File: src/rtl/pci_par_pkg.sv
package pci_par_pkg;
  localparam int unsigned NHALF = 2;

  typedef enum logic [1:0] {
    PH_NONE = 2'd0,
    PH_ADDR = 2'd1,
    PH_DATA = 2'd2
  } phase_e;

  // One captured phase waiting for its parity sample
  typedef struct packed {
    logic             valid;
    logic             is_data;
    logic             hi_en;
    logic [NHALF-1:0] exp;
  } par_stage_t;
endpackage

File: src/rtl/pci_par_phase.sv
module pci_par_phase
  import pci_par_pkg::*;
(
  input  logic   clk,
  input  logic   rst,
  input  logic   frame_n,
  input  logic   irdy_n,
  input  logic   trdy_n,
  input  logic   devsel_n,
  input  logic   req64_n,
  input  logic   ack64_n,
  output phase_e ph,
  output logic   hi_en
);
  logic idle_q;
  logic wide_q;

  // Bus idle in the previous cycle marks the next frame_n low as an address phase
  always_ff @(posedge clk) begin
    if (rst) begin
      idle_q <= 1'b0;
      wide_q <= 1'b0;
    end else begin
      idle_q <= frame_n & irdy_n;
      if (ph == PH_ADDR) wide_q <= ~req64_n;
    end
  end

  always_comb begin
    ph = PH_NONE;
    if (!frame_n && idle_q)                 ph = PH_ADDR;
    else if (!irdy_n && !trdy_n && !devsel_n) ph = PH_DATA;
  end

  // Upper half counts only when both sides agreed on a wide transfer
  assign hi_en = (ph == PH_DATA) && wide_q && !ack64_n;
endmodule

File: src/rtl/pci_par_half.sv
module pci_par_half #(
  parameter int unsigned DW = 32,
  parameter int unsigned BW = 4
) (
  input  logic [DW-1:0] ad,
  input  logic [BW-1:0] be,
  output logic          par
);
  // Even parity: the parity bit makes the total count of ones even
  assign par = ^{ad, be};
endmodule

File: src/rtl/pci_par_pipe.sv
module pci_par_pipe
  import pci_par_pkg::*;
(
  input  logic             clk,
  input  logic             rst,
  input  phase_e           ph,
  input  logic             hi_en,
  input  logic [NHALF-1:0] exp_par,
  input  logic [NHALF-1:0] par_in,
  output logic [NHALF-1:0] mism,
  output logic [NHALF-1:0] due,
  output logic             s1_valid,
  output logic             s1_hi
);
  par_stage_t       s1_q;
  logic [NHALF-1:0] due_d;
  logic [NHALF-1:0] due_q;

  // Stage 1: hold the phase one cycle, until its parity arrives
  always_ff @(posedge clk) begin
    if (rst) begin
      s1_q <= '0;
    end else begin
      s1_q.valid   <= (ph != PH_NONE);
      s1_q.is_data <= (ph == PH_DATA);
      s1_q.hi_en   <= hi_en;
      s1_q.exp     <= exp_par;
    end
  end

  for (genvar h = 0; h < NHALF; h++) begin : g_cmp
    logic en;
    if (h == 0) begin : g_base
      assign en = 1'b1;
    end else begin : g_wide
      assign en = s1_q.hi_en;
    end
    assign mism[h]  = s1_q.valid && en && (par_in[h] != s1_q.exp[h]);
    assign due_d[h] = mism[h] && s1_q.is_data;
  end

  // Stage 2: data-phase errors wait here for the PERR# sample
  always_ff @(posedge clk) begin
    if (rst) due_q <= '0;
    else     due_q <= due_d;
  end

  assign due      = due_q;
  assign s1_valid = s1_q.valid;
  assign s1_hi    = s1_q.hi_en;
endmodule

File: src/rtl/pci_par_flags.sv
module pci_par_flags
  import pci_par_pkg::*;
(
  input  logic             clk,
  input  logic             rst,
  input  logic             clr,
  input  logic             perr_n,
  input  logic [NHALF-1:0] mism,
  input  logic [NHALF-1:0] due,
  output logic [NHALF-1:0] err_par,
  output logic [NHALF-1:0] err_perr
);
  logic [NHALF-1:0] keep;

  assign keep = ~{NHALF{clr}};

  // A new event outranks a clear on the same edge
  always_ff @(posedge clk) begin
    if (rst) begin
      err_par  <= '0;
      err_perr <= '0;
    end else begin
      err_par  <= (err_par & keep) | mism;
      err_perr <= (err_perr & keep) | (due & {NHALF{perr_n}});
    end
  end
endmodule

File: src/rtl/pci_par_monitor.sv
module pci_par_monitor
  import pci_par_pkg::*;
#(
  parameter int unsigned HALF_W  = 32,
  parameter int unsigned HALF_BE = 4,
  localparam int unsigned AD_W   = NHALF * HALF_W,
  localparam int unsigned BE_W   = NHALF * HALF_BE
) (
  input  logic            clk,
  input  logic            rst,
  input  logic            clr,
  input  logic [AD_W-1:0] ad,
  input  logic [BE_W-1:0] cbe_n,
  input  logic            par,
  input  logic            par64,
  input  logic            perr_n,
  input  logic            frame_n,
  input  logic            irdy_n,
  input  logic            trdy_n,
  input  logic            devsel_n,
  input  logic            req64_n,
  input  logic            ack64_n,
  output logic            err_par_lo,
  output logic            err_par_hi,
  output logic            err_perr_lo,
  output logic            err_perr_hi
);
  phase_e           ph;
  logic             hi_en;
  logic [NHALF-1:0] exp_par;
  logic [NHALF-1:0] mism;
  logic [NHALF-1:0] due;
  logic             s1_valid;
  logic             s1_hi;
  logic [NHALF-1:0] err_par_v;
  logic [NHALF-1:0] err_perr_v;

  pci_par_phase u_phase (
    .clk      (clk),
    .rst      (rst),
    .frame_n  (frame_n),
    .irdy_n   (irdy_n),
    .trdy_n   (trdy_n),
    .devsel_n (devsel_n),
    .req64_n  (req64_n),
    .ack64_n  (ack64_n),
    .ph       (ph),
    .hi_en    (hi_en)
  );

  for (genvar h = 0; h < NHALF; h++) begin : g_calc
    pci_par_half #(.DW(HALF_W), .BW(HALF_BE)) u_half (
      .ad  (ad[h*HALF_W +: HALF_W]),
      .be  (cbe_n[h*HALF_BE +: HALF_BE]),
      .par (exp_par[h])
    );
  end

  pci_par_pipe u_pipe (
    .clk      (clk),
    .rst      (rst),
    .ph       (ph),
    .hi_en    (hi_en),
    .exp_par  (exp_par),
    .par_in   ({par64, par}),
    .mism     (mism),
    .due      (due),
    .s1_valid (s1_valid),
    .s1_hi    (s1_hi)
  );

  pci_par_flags u_flags (
    .clk      (clk),
    .rst      (rst),
    .clr      (clr),
    .perr_n   (perr_n),
    .mism     (mism),
    .due      (due),
    .err_par  (err_par_v),
    .err_perr (err_perr_v)
  );

  assign err_par_lo  = err_par_v[0];
  assign err_par_hi  = err_par_v[1];
  assign err_perr_lo = err_perr_v[0];
  assign err_perr_hi = err_perr_v[1];
endmodule

File: config.mk
export PLATFORM = sky130hd
export DESIGN_NAME = pci_par_monitor
export DESIGN_NICKNAME = d
export VERILOG_FILES = /design/src/rtl/pci_par_pkg.sv /design/src/rtl/pci_par_phase.sv /design/src/rtl/pci_par_half.sv /design/src/rtl/pci_par_pipe.sv /design/src/rtl/pci_par_flags.sv /design/src/rtl/pci_par_monitor.sv
export SDC_FILE = /design/constraint.sdc
export NUM_CORES = 1
export LEC_CHECK = 0
export ABC_AREA = 0
export BUFFER_PORTS_ARGS = -buffer_cell sky130_fd_sc_hd__buf_2
export CORE_MARGIN = 8
export CORE_UTILIZATION = 41
export CTS_CLUSTER_DIAMETER = 60
export DETAILED_ROUTE_END_ITERATION = 12
export PLACE_DENSITY_LB_ADDON = 0.15
export SETUP_SLACK_MARGIN = 0.15
export SYNTH_ARGS = -nofsm -noshare
export SYNTH_HDL_FRONTEND = slang
export SYNTH_SLANG_ARGS = --single-unit
File: constraint.sdc
create_clock -name clk -period 3.2 [get_ports clk]
set_clock_uncertainty 0.2 [all_clocks]
set_input_delay 0.48 -clock clk [delete_from_list [all_inputs] [get_ports clk]]
set_output_delay 0.48 -clock clk [all_outputs]
set_load 0.005 [all_outputs]
; ---- Yosys cells after proc, flatten, opt, wreduce, memory -nomap -nowiden
; Index checks and enable logic that the tools add are counted.
[word_totals]
ff_bits = 13
input_bits = 84
[op_classes]
mux = 2
n_eq_ne = 4
bitwise = 8
n_reduce_logical = 18
[op_table]
columns = cell, count
row1 = $reduce_xor A36 Y1, 2
row2 = $logic_and A1 B1 Y1, 10
row3 = $and A2 B2 Y2, 3
row4 = $logic_not A1 Y1, 5
row5 = $mux W2, 2
row6 = $or A2 B2 Y2, 2
row7 = $eq A2 B1 Y1 const B, 1
row8 = $eq A2 B2 Y1 const B, 1
row9 = $ne A1 B1 Y1, 2
row10 = $not A2 Y2, 1
row11 = $reduce_bool A2 Y1, 1
row12 = $and A1 B1 Y1, 1
row13 = $not A1 Y1, 1

; ---- Longest topological paths before layout
; Gate-level depths: netlist of the first run.
[logic_depth]
depth_word = 8
depth_mapped = 5

; ---- Modules after synthesis
; A second synthesis of the first run with hierarchy kept.
[hier_totals]
hier_cells = 116
hier_area_um2 = 1119.8
[modules_own_cells]
columns = module, area_per_inst_um2, instances, cells_per_inst
row1 = pci_par_half, 311.5, 2, 34
row2 = pci_par_pipe, 249.0, 1, 21
row3 = pci_par_flags, 140.1, 1, 16
row4 = pci_par_phase, 107.6, 1, 11

; ---- Worst setup path after synthesis of the first run
; OpenSTA, ideal clock, no wires.
[synth_timing]
path_type = input to register
startpoint = input ad[22]
endpoint = register u_pipe.s1_q[0] (netlist bit)
n_path_buf = 0
t_required_ns = 2.879
setup_time_ns = 0.121
cell_stages = 5
slack_ns = 1.240
t_arrival_ns = 1.639
cell_sequence = xor2_1 -> xnor2_1 -> xnor2_1 -> xnor3_1 -> mux2_4
[synth_via]
elab_chain_cells = 1
[synth_rtl]
columns = item, line_no
row1 = from (decl), pci_par_monitor.sv:12  ; input logic [AD_W-1:0] ad,
row2 = $reduce_xor A36 Y1, pci_par_half.sv:10  ; assign par = ^{ad, be};
row3 = to (decl), pci_par_pipe.sv:15  ; par_stage_t s1_q;
; No other way between the ends.
; A chain may end at the register's enable or synchronous reset.

; ---- Final worst setup path of the first run
[layout_timing]
startpoint = input cbe_n[5]
endpoint = register u_pipe.s1_q[1] (netlist bit)
[layout_via]
elab_chain_cells = 1
[layout_rtl]
columns = item, line_no
row1 = from (decl), pci_par_monitor.sv:13  ; input logic [BE_W-1:0] cbe_n,
row2 = $reduce_xor A36 Y1, pci_par_half.sv:10
; No other way between the ends.

==> impl_metrics.ini, run 1 <==
[status]
run_status = finished, final reports clean

[clock_network]
max-clock-path-buffers = 2
clk_pin_slew_worst_paths_ns = 0.07
ctsHoldBuffers = 0
clk_latency_ns = 0.27
h-tree-depth = 1
cts_resized = 0
clock_sinks = 13
tritoncts.num_buffers = 3
cts_tree = yes
total_setup_buffers_inserted_after_cts = 0
cts-root-buf = sky130_fd_sc_hd__clkbuf_4

[sta]
finalCritPeriodShare_pct = 58.39
slew-limit-headroom_pct = 82.39
setup_repair_after_global_routing_missed_its_margin = false
fmaxAchievable_mhz = 535.2
report.final.slew_viol_count = 0
fin_worst_hold_slack_ns = 0.1896
final_hold_viol_count = 0
period_minus_slack_ns = 1.869
timing.final.setup_violations = 0
final.setup.tns_ns = 0
max_slew.worst_pin.slew_ns = 0.2635

[placement]
routability_congestion_estimate_from_global_placement = 0.6857
dp.final_hpwl_um = 2536
numPlacedInstances = 226
placement.io_buffers = 87
placedInstanceArea_um2 = 1536

[synth]
synth.top_cells.by_area = sky130_fd_sc_hd__xnor2_1 (44%), sky130_fd_sc_hd__dfxtp_1 (24%), sky130_fd_sc_hd__xnor3_1 (8.4%)
ys_seq_area_share_pct = 24.38
synth_area_um2 = 1067
ys_seq_elements = 13
netlist.top_cell.by_area = sky130_fd_sc_hd__xnor2_1
syn_nets = 194
synth.top_cells.by_count = sky130_fd_sc_hd__xnor2_1 (54), sky130_fd_sc_hd__dfxtp_1 (13), sky130_fd_sc_hd__nor2_1 (8), sky130_fd_sc_hd__xor2_1 (8)
ys_dominant_reg_cell = sky130_fd_sc_hd__dfxtp_1
average_instance_area_after_synthesis_um2 = 9.702
synth.lib_cells_used.distinct = 18
postSynth.asyncResetShare_pct = 0
syn_inst = 110
synthesis.yosys.warnings = 0
synth_enable_flop_cells = 0
top_count_cell_post_synth = sky130_fd_sc_hd__xnor2_1
synth_top_area_share_pct = 44.31

[layout]
postLayoutCoreUtil_pct = 63.08
areaGrowthSynthToFinish_pct = 46.42
count_of_filler_cells_inserted_in_the_layout = 221
antenna_cells = 0
layout-drive-gt1-share_pct = 46.00
register_area_um2 = 260.3
multi_input_comb_area_um2 = 795.8
final_cell_area_um2 = 1563
finalNonFillerCells = 230
finish.net_count = 285

[worst_setup_path]
timing.reg2reg.setup_slack_ns = 2.07
critical_path.cell_chain = buf_2, xnor2_1, xnor2_1, xnor2_1, xnor3_1, mux2_4
endpoint_kind = flip-flop
critical_path.most_common_cell = sky130_fd_sc_hd__xnor2_1
critPathKind = in2reg
worst_ep_arrival_time_ns = 1.83
path_max_fanout = 1
timing.critical_path.required_ns = 3.16
startpoint_type = input port
cp_max_stage_cell = sky130_fd_sc_hd__xnor3_1
max_stage_delay_on_crit_path_ns = 0.44

[global_route]
global_route.overflow_total = 0
first_pass_grt_wire_length_um = 3884
grt_start_max_net_pins = 14
grt_antenna_before_repair = 0
grt_pass1_vias = 1056
grt_util_all_layers_pct = 11.04

[detailed_routing]
drtAntennaViolNets = 0
route.final.wire_length_um = 2661
vias = 1007
route.detailed.vias_per_inst = 4.378
drc_errors = 0
routed_wire_length_per_instance_um = 11.57
detailedRoute.firstIterationViolations = 21
dr.pass1.iters = 4

[power_and_ir_drop]
power_leakage_nw = 0.7404
intPower_mw = 0.4555
comb_pwr_share_pct = 55.8
vdd_drop_max_uv = 203.1
pwr-share-seq_pct = 28.9
power_switching_share_pct = 27.08
power-per-cell-area_nw_per_um2 = 399.7
power.switching_mw = 0.1691
clkPwrFrac_pct = 15.3

[floorplanning]
die_height_um = 67.02
i_o_pin_count = 88
start_util_pct = 43.08
floorplan.die_area_um2 = 4492
die_w_um = 67.02
fp.coreArea_um2 = 2477
placement_rows = 18

[min_path]
classification_of_the_worst_slack_hold_path = in2reg

[flow_run]
max_cap_violations = 0
==> critical path, delay by kind of cell <==
kind | cells | cell delay [ns]
xor+xnor | 4 | 0.94
mux | 1 | 0.31
buf+inv | 1 | 0.10
==> final timing paths <==
check,startpoint,end,depth (start not counted)
worst max-delay path,cbe_n[5],u_pipe.s1_q[1],6
worst max register to register,u_phase.idle_q,u_phase.wide_q,3
worst min register to register,u_flags.err_par[1],u_flags.err_par[1],2
worst min-delay path,req64_n,u_phase.wide_q,2
==> routing by layer <==
layer | global-route usage [%] | share of wire (%)
met4 | 3.916 | 0.45
met3 | 5.201 | 8.8
met1 | 9.634 | 33
met2 | 21.27 | 57
met5 | 0 | 0
==> cell type report <==
type	count	share of cell area [%]
sequential	13	16.65
tap	30	2.402
clock buffer	4	1.681
multi-input combinational	94	50.92
timing repair buffer	87	27.86
inverter	2	0.4804
==> cells by family (layout without fill, tap and decap cells) <==
kind of cell,count (synthesis),after routing,share of synthesized area (%)
DFF,13,13,24.38
buffers and inverters,3,93,1.055
xor gates and xnor gates,66,66,59.32
AOI/OAI and AO/OA,6,6,3.516
and+or+nand+nor,20,20,8.910
muxes,2,2,2.814
==> sequential cells by signal, indices dropped and copies added (netlist names) <==
name,cells
u_pipe.s1_q,3
u_pipe.s1_hi,1
u_phase.idle_q,1
u_flags.err_perr,2
u_phase.wide_q,1
u_pipe.due,2
u_pipe.s1_valid,1
u_flags.err_par,2
==> placed cells by master, fill, tap and decap left out <==
master,instances
sky130_fd_sc_hd__a211oi_1,1
sky130_fd_sc_hd__a21oi_1,3
sky130_fd_sc_hd__a22oi_1,2
sky130_fd_sc_hd__and3b_1,1
sky130_fd_sc_hd__buf_2,87
sky130_fd_sc_hd__clkbuf_1,1
sky130_fd_sc_hd__clkbuf_4,3
sky130_fd_sc_hd__dfxtp_1,13
sky130_fd_sc_hd__inv_1,2
sky130_fd_sc_hd__mux2_4,2
sky130_fd_sc_hd__nand2_1,4
sky130_fd_sc_hd__nand2b_1,1
sky130_fd_sc_hd__nand3_1,1
sky130_fd_sc_hd__nor2_1,8
sky130_fd_sc_hd__nor2b_1,3
sky130_fd_sc_hd__nor3_1,1
sky130_fd_sc_hd__or3_1,1
sky130_fd_sc_hd__xnor2_1,54
sky130_fd_sc_hd__xnor3_1,4
sky130_fd_sc_hd__xor2_1,8
==> power by group through the flow <==
stage | Clock, mW | Sequential (mW) | Combinational, mW
global placement | 0 | 0.184 | 0.340
floorplan | 0 | 0.183 | 0.268
CTS | 0.102 | 0.180 | 0.355
global route | 0.112 | 0.181 | 0.373
finish | 0.0955 | 0.180 | 0.349
detailed placement | 0 | 0.184 | 0.350
==> per-stage QoR <==
| step | setup slack, ns | power (mW) |
|---|---|---|
| 2_1_floorplan | 1.240 | 0.4517 |
| 3_3_place_gp | 1.101 | 0.5240 |
| 3_5_place_dp | 1.040 | 0.5342 |
| 4_1_cts | 1.332 | 0.6374 |
| 5_1_grt | 1.302 | 0.6669 |
| 6_report | 1.331 | 0.6247 |
(Power assumes the default switching activity.)
==> inputs of run 2 (changes only) <==
Settings changed: ABC_AREA 0 to 1, CORE_UTILIZATION 41 to 45.
Clock period 3.2 ns to 1.5 ns, I/O delays scaled along.
==> impl_metrics.ini, run 2 <==
[layout]
regMostFlops = u_pipe.s1_q
finish.net_count = 670
final_cell_area_um2 = 3064
layout_common_cells = sky130_fd_sc_hd__nand2_1 (267), sky130_fd_sc_hd__nand2_2 (85), sky130_fd_sc_hd__buf_2 (78)
register_area_um2 = 260.3
finalNonFillerCells = 652
layout-drive-gt1-share_pct = 38.63
areaGrowthSynthToFinish_pct = 39.78
layout_commonest_cell = sky130_fd_sc_hd__nand2_1
multi_input_comb_area_um2 = 1864
largest_reg_flops = 3
count_of_filler_cells_inserted_in_the_layout = 484
antenna_cells = 0

[sta]
fin_worst_hold_slack_ns = 0.01356
finalCritPeriodShare_pct = 85.05
period_minus_slack_ns = 1.276
report.final.slew_viol_count = 0
fmaxAchievable_mhz = 783.9
setup_repair_after_global_routing_missed_its_margin = true
timing.final.setup_violations = 0
slew-limit-headroom_pct = 78.09
final_hold_viol_count = 0
max_slew.worst_pin.slew_ns = 0.3263

[flow_run]
max_cap_violations = 0

[min_path]
worstHoldEndpoint = u_phase.idle_q
classification_of_the_worst_slack_hold_path = in2reg
critical_hold_path_startpoint = irdy_n
hold_path_depth = 3

[worst_setup_path]
crit-reg2reg-launch = u_phase.idle_q
timing.critical_path.required_ns = 1.44
worst_r2r_path_depth = 5
worst_ep_arrival_time_ns = 1.22
cell_type_group_with_the_largest_total_delay_on_the_critical_path = simple AND/OR/NAND/NOR gates
critical_path.most_common_cell = sky130_fd_sc_hd__nand2_2
startpoint_type = input port
critPathKind = in2reg
timing.reg2reg.setup_slack_ns = 0.47
timing.critical_path.from = ad[32]
endpoint_kind = flip-flop
regToRegEndpoint = u_pipe.s1_hi
timing.critical_path.buf_inv = 3
path_max_fanout = 3
critical_path.cell_chain = buf_2, inv_2, nand2_2, nand2_2, nand2_2, nand2_2, inv_2, nand2_2, nand2_2, nand2_1, nand2_1, nand2_2, nand3_2, nand2_1, nor2_1
max_stage_delay_on_crit_path_ns = 0.12
cp_max_stage_cell = sky130_fd_sc_hd__buf_2

[synth]
top_count_cell_post_synth = sky130_fd_sc_hd__nand2_1
synth.top_cells.by_count = sky130_fd_sc_hd__nand2_1 (342), sky130_fd_sc_hd__inv_1 (67), sky130_fd_sc_hd__dfxtp_1 (13), sky130_fd_sc_hd__inv_2 (13), sky130_fd_sc_hd__nand2_2 (13)
syn_nets = 577
average_instance_area_after_synthesis_um2 = 4.446
ys_seq_area_share_pct = 11.87
synth_top_area_share_pct = 58.56
syn_inst = 493
synth.top_cells.by_area = sky130_fd_sc_hd__nand2_1 (59%), sky130_fd_sc_hd__dfxtp_1 (12%), sky130_fd_sc_hd__inv_1 (11%)
ys_seq_elements = 13
netlist.top_cell.by_area = sky130_fd_sc_hd__nand2_1
synth_area_um2 = 2192
synthesis.yosys.warnings = 0
synth_enable_flop_cells = 0
synth.lib_cells_used.distinct = 15
ys_dominant_reg_cell = sky130_fd_sc_hd__dfxtp_1
postSynth.asyncResetShare_pct = 0

[floorplanning]
start_util_pct = 46.41
die_height_um = 85.80
fp.coreArea_um2 = 4723
i_o_pin_count = 88
die_w_um = 85.80
floorplan.die_area_um2 = 7361
placement_rows = 25

[global_route]
grt_antenna_before_repair = 0
first_pass_grt_wire_length_um = 9294
grt_start_max_net_pins = 11
grt_pass1_vias = 2549
grt_util_all_layers_pct = 14.37
global_route.overflow_total = 0

[clock_network]
h-tree-depth = 1
tritoncts.num_buffers = 3
cts_tree = yes
cts-root-buf = sky130_fd_sc_hd__clkbuf_8
clk_pin_slew_worst_paths_ns = 0.05
max-clock-path-buffers = 2
clk_latency_ns = 0.24
clock_sinks = 13
total_setup_buffers_inserted_after_cts = 0

[placement]
routability_congestion_estimate_from_global_placement = 0.8435
dp.final_hpwl_um = 4766
placedInstanceArea_um2 = 2704
placement.io_buffers = 87
numPlacedInstances = 646

[power_and_ir_drop]
power_leakage_nw = 2.000
totalPowerFinal_mw = 1.554
power-per-cell-area_nw_per_um2 = 507.2
vdd_drop_max_uv = 248.8

[detailed_routing]
vias = 2917
route.final.wire_length_um = 5751
detailedRoute.firstIterationViolations = 46
route.detailed.vias_per_inst = 4.474
routed_wire_length_per_instance_um = 8.821
dr.pass1.iters = 4
drc_errors = 0
drtAntennaViolNets = 0

[status]
run_status = finished, final reports clean
run 2: cell types whose count changed in the layout (fill, tap and decap cells not counted), moves of 9 or more:
cell / previous run / this run
sky130_fd_sc_hd__inv_1: 2 / 45
sky130_fd_sc_hd__xnor2_1: 54 / 7
sky130_fd_sc_hd__buf_2: 87 / 78
sky130_fd_sc_hd__nand2_2: 0 / 85
sky130_fd_sc_hd__inv_2: 0 / 31
sky130_fd_sc_hd__nand2_1: 4 / 267
run 2: how the worst max path moves through the flow:
stage / end / slack (ns) / cells past startpoint
floorplan: u_pipe.s1_q[1] / 0.21 / 13
global placement: u_pipe.s1_q[0] / -0.01 / 11
detailed placement: u_pipe.s1_q[1] / -0.05 / 13
CTS: u_pipe.s1_q[1] / 0.21 / 13
global route: u_pipe.s1_q[1] / 0.12 / 13
finish: u_pipe.s1_q[1] / 0.22 / 15
run 2: repair_timing:
action,4_1_cts,5_1_grt
gates resized for setup,0,127
hold endpoints to repair,2,0
setup endpoints to repair,0,2
hold buffers,2,0
run 2: per-stage QoR:
stage	util [%]	TNS, ns	setup slack [ns]
floorplan	-	0	0.2064
global placement	57.25	-0.01083	-0.01083
detailed placement	57.25	-0.09899	-0.05048
CTS	58.62	0	0.2063
global route	64.87	0	0.1227
finish	64.87	0	0.2243
run 2: report_power, final:
group | internal [mW] | switching, mW
logic | 0.357 | 0.522
clock network | 0.187 | 0.119
registers | 0.361 | 0.00788
total | 0.905 | 0.649
run 2: tightest hold or removal path: stages:
cell	delay (ns)
sky130_fd_sc_hd__buf_2	0.10
sky130_fd_sc_hd__nand2_1	0.05
sky130_fd_sc_hd__nor2_1	0.03
run 2: cell families after synthesis:
| kind of cell | after synthesis | share of synthesized area (%) |
|---|---|---|
| AOI/OAI and AO/OA | 11 | 2.511 |
| xor gates and xnor gates | 9 | 3.596 |
| buffers and inverters | 81 | 14.04 |
| and+or+nand+nor | 379 | 67.98 |
| DFF | 13 | 11.87 |
run 2: routing by layer:
| layer | track usage (%) | vias up | routed length, µm |
|---|---|---|---|
| met4 | 3.344 | 0 | 48 |
| met2 | 26.87 | 53 | 2956 |
| met1 | 15.77 | 1245 | 2469 |
| li1 | - | 1614 | - |
| met5 | 0 | - | 0 |
| met3 | 3.438 | 5 | 276 |
run 2: final cells by class:
| type | instances | area share (%) |
|---|---|---|
| clock buffers | 4 | 1.470 |
| inverters | 80 | 10.13 |
| multi-input cells | 399 | 60.84 |
| flip-flops and latches | 13 | 8.493 |
| well taps | 67 | 2.736 |
| repair buffers | 89 | 16.33 |
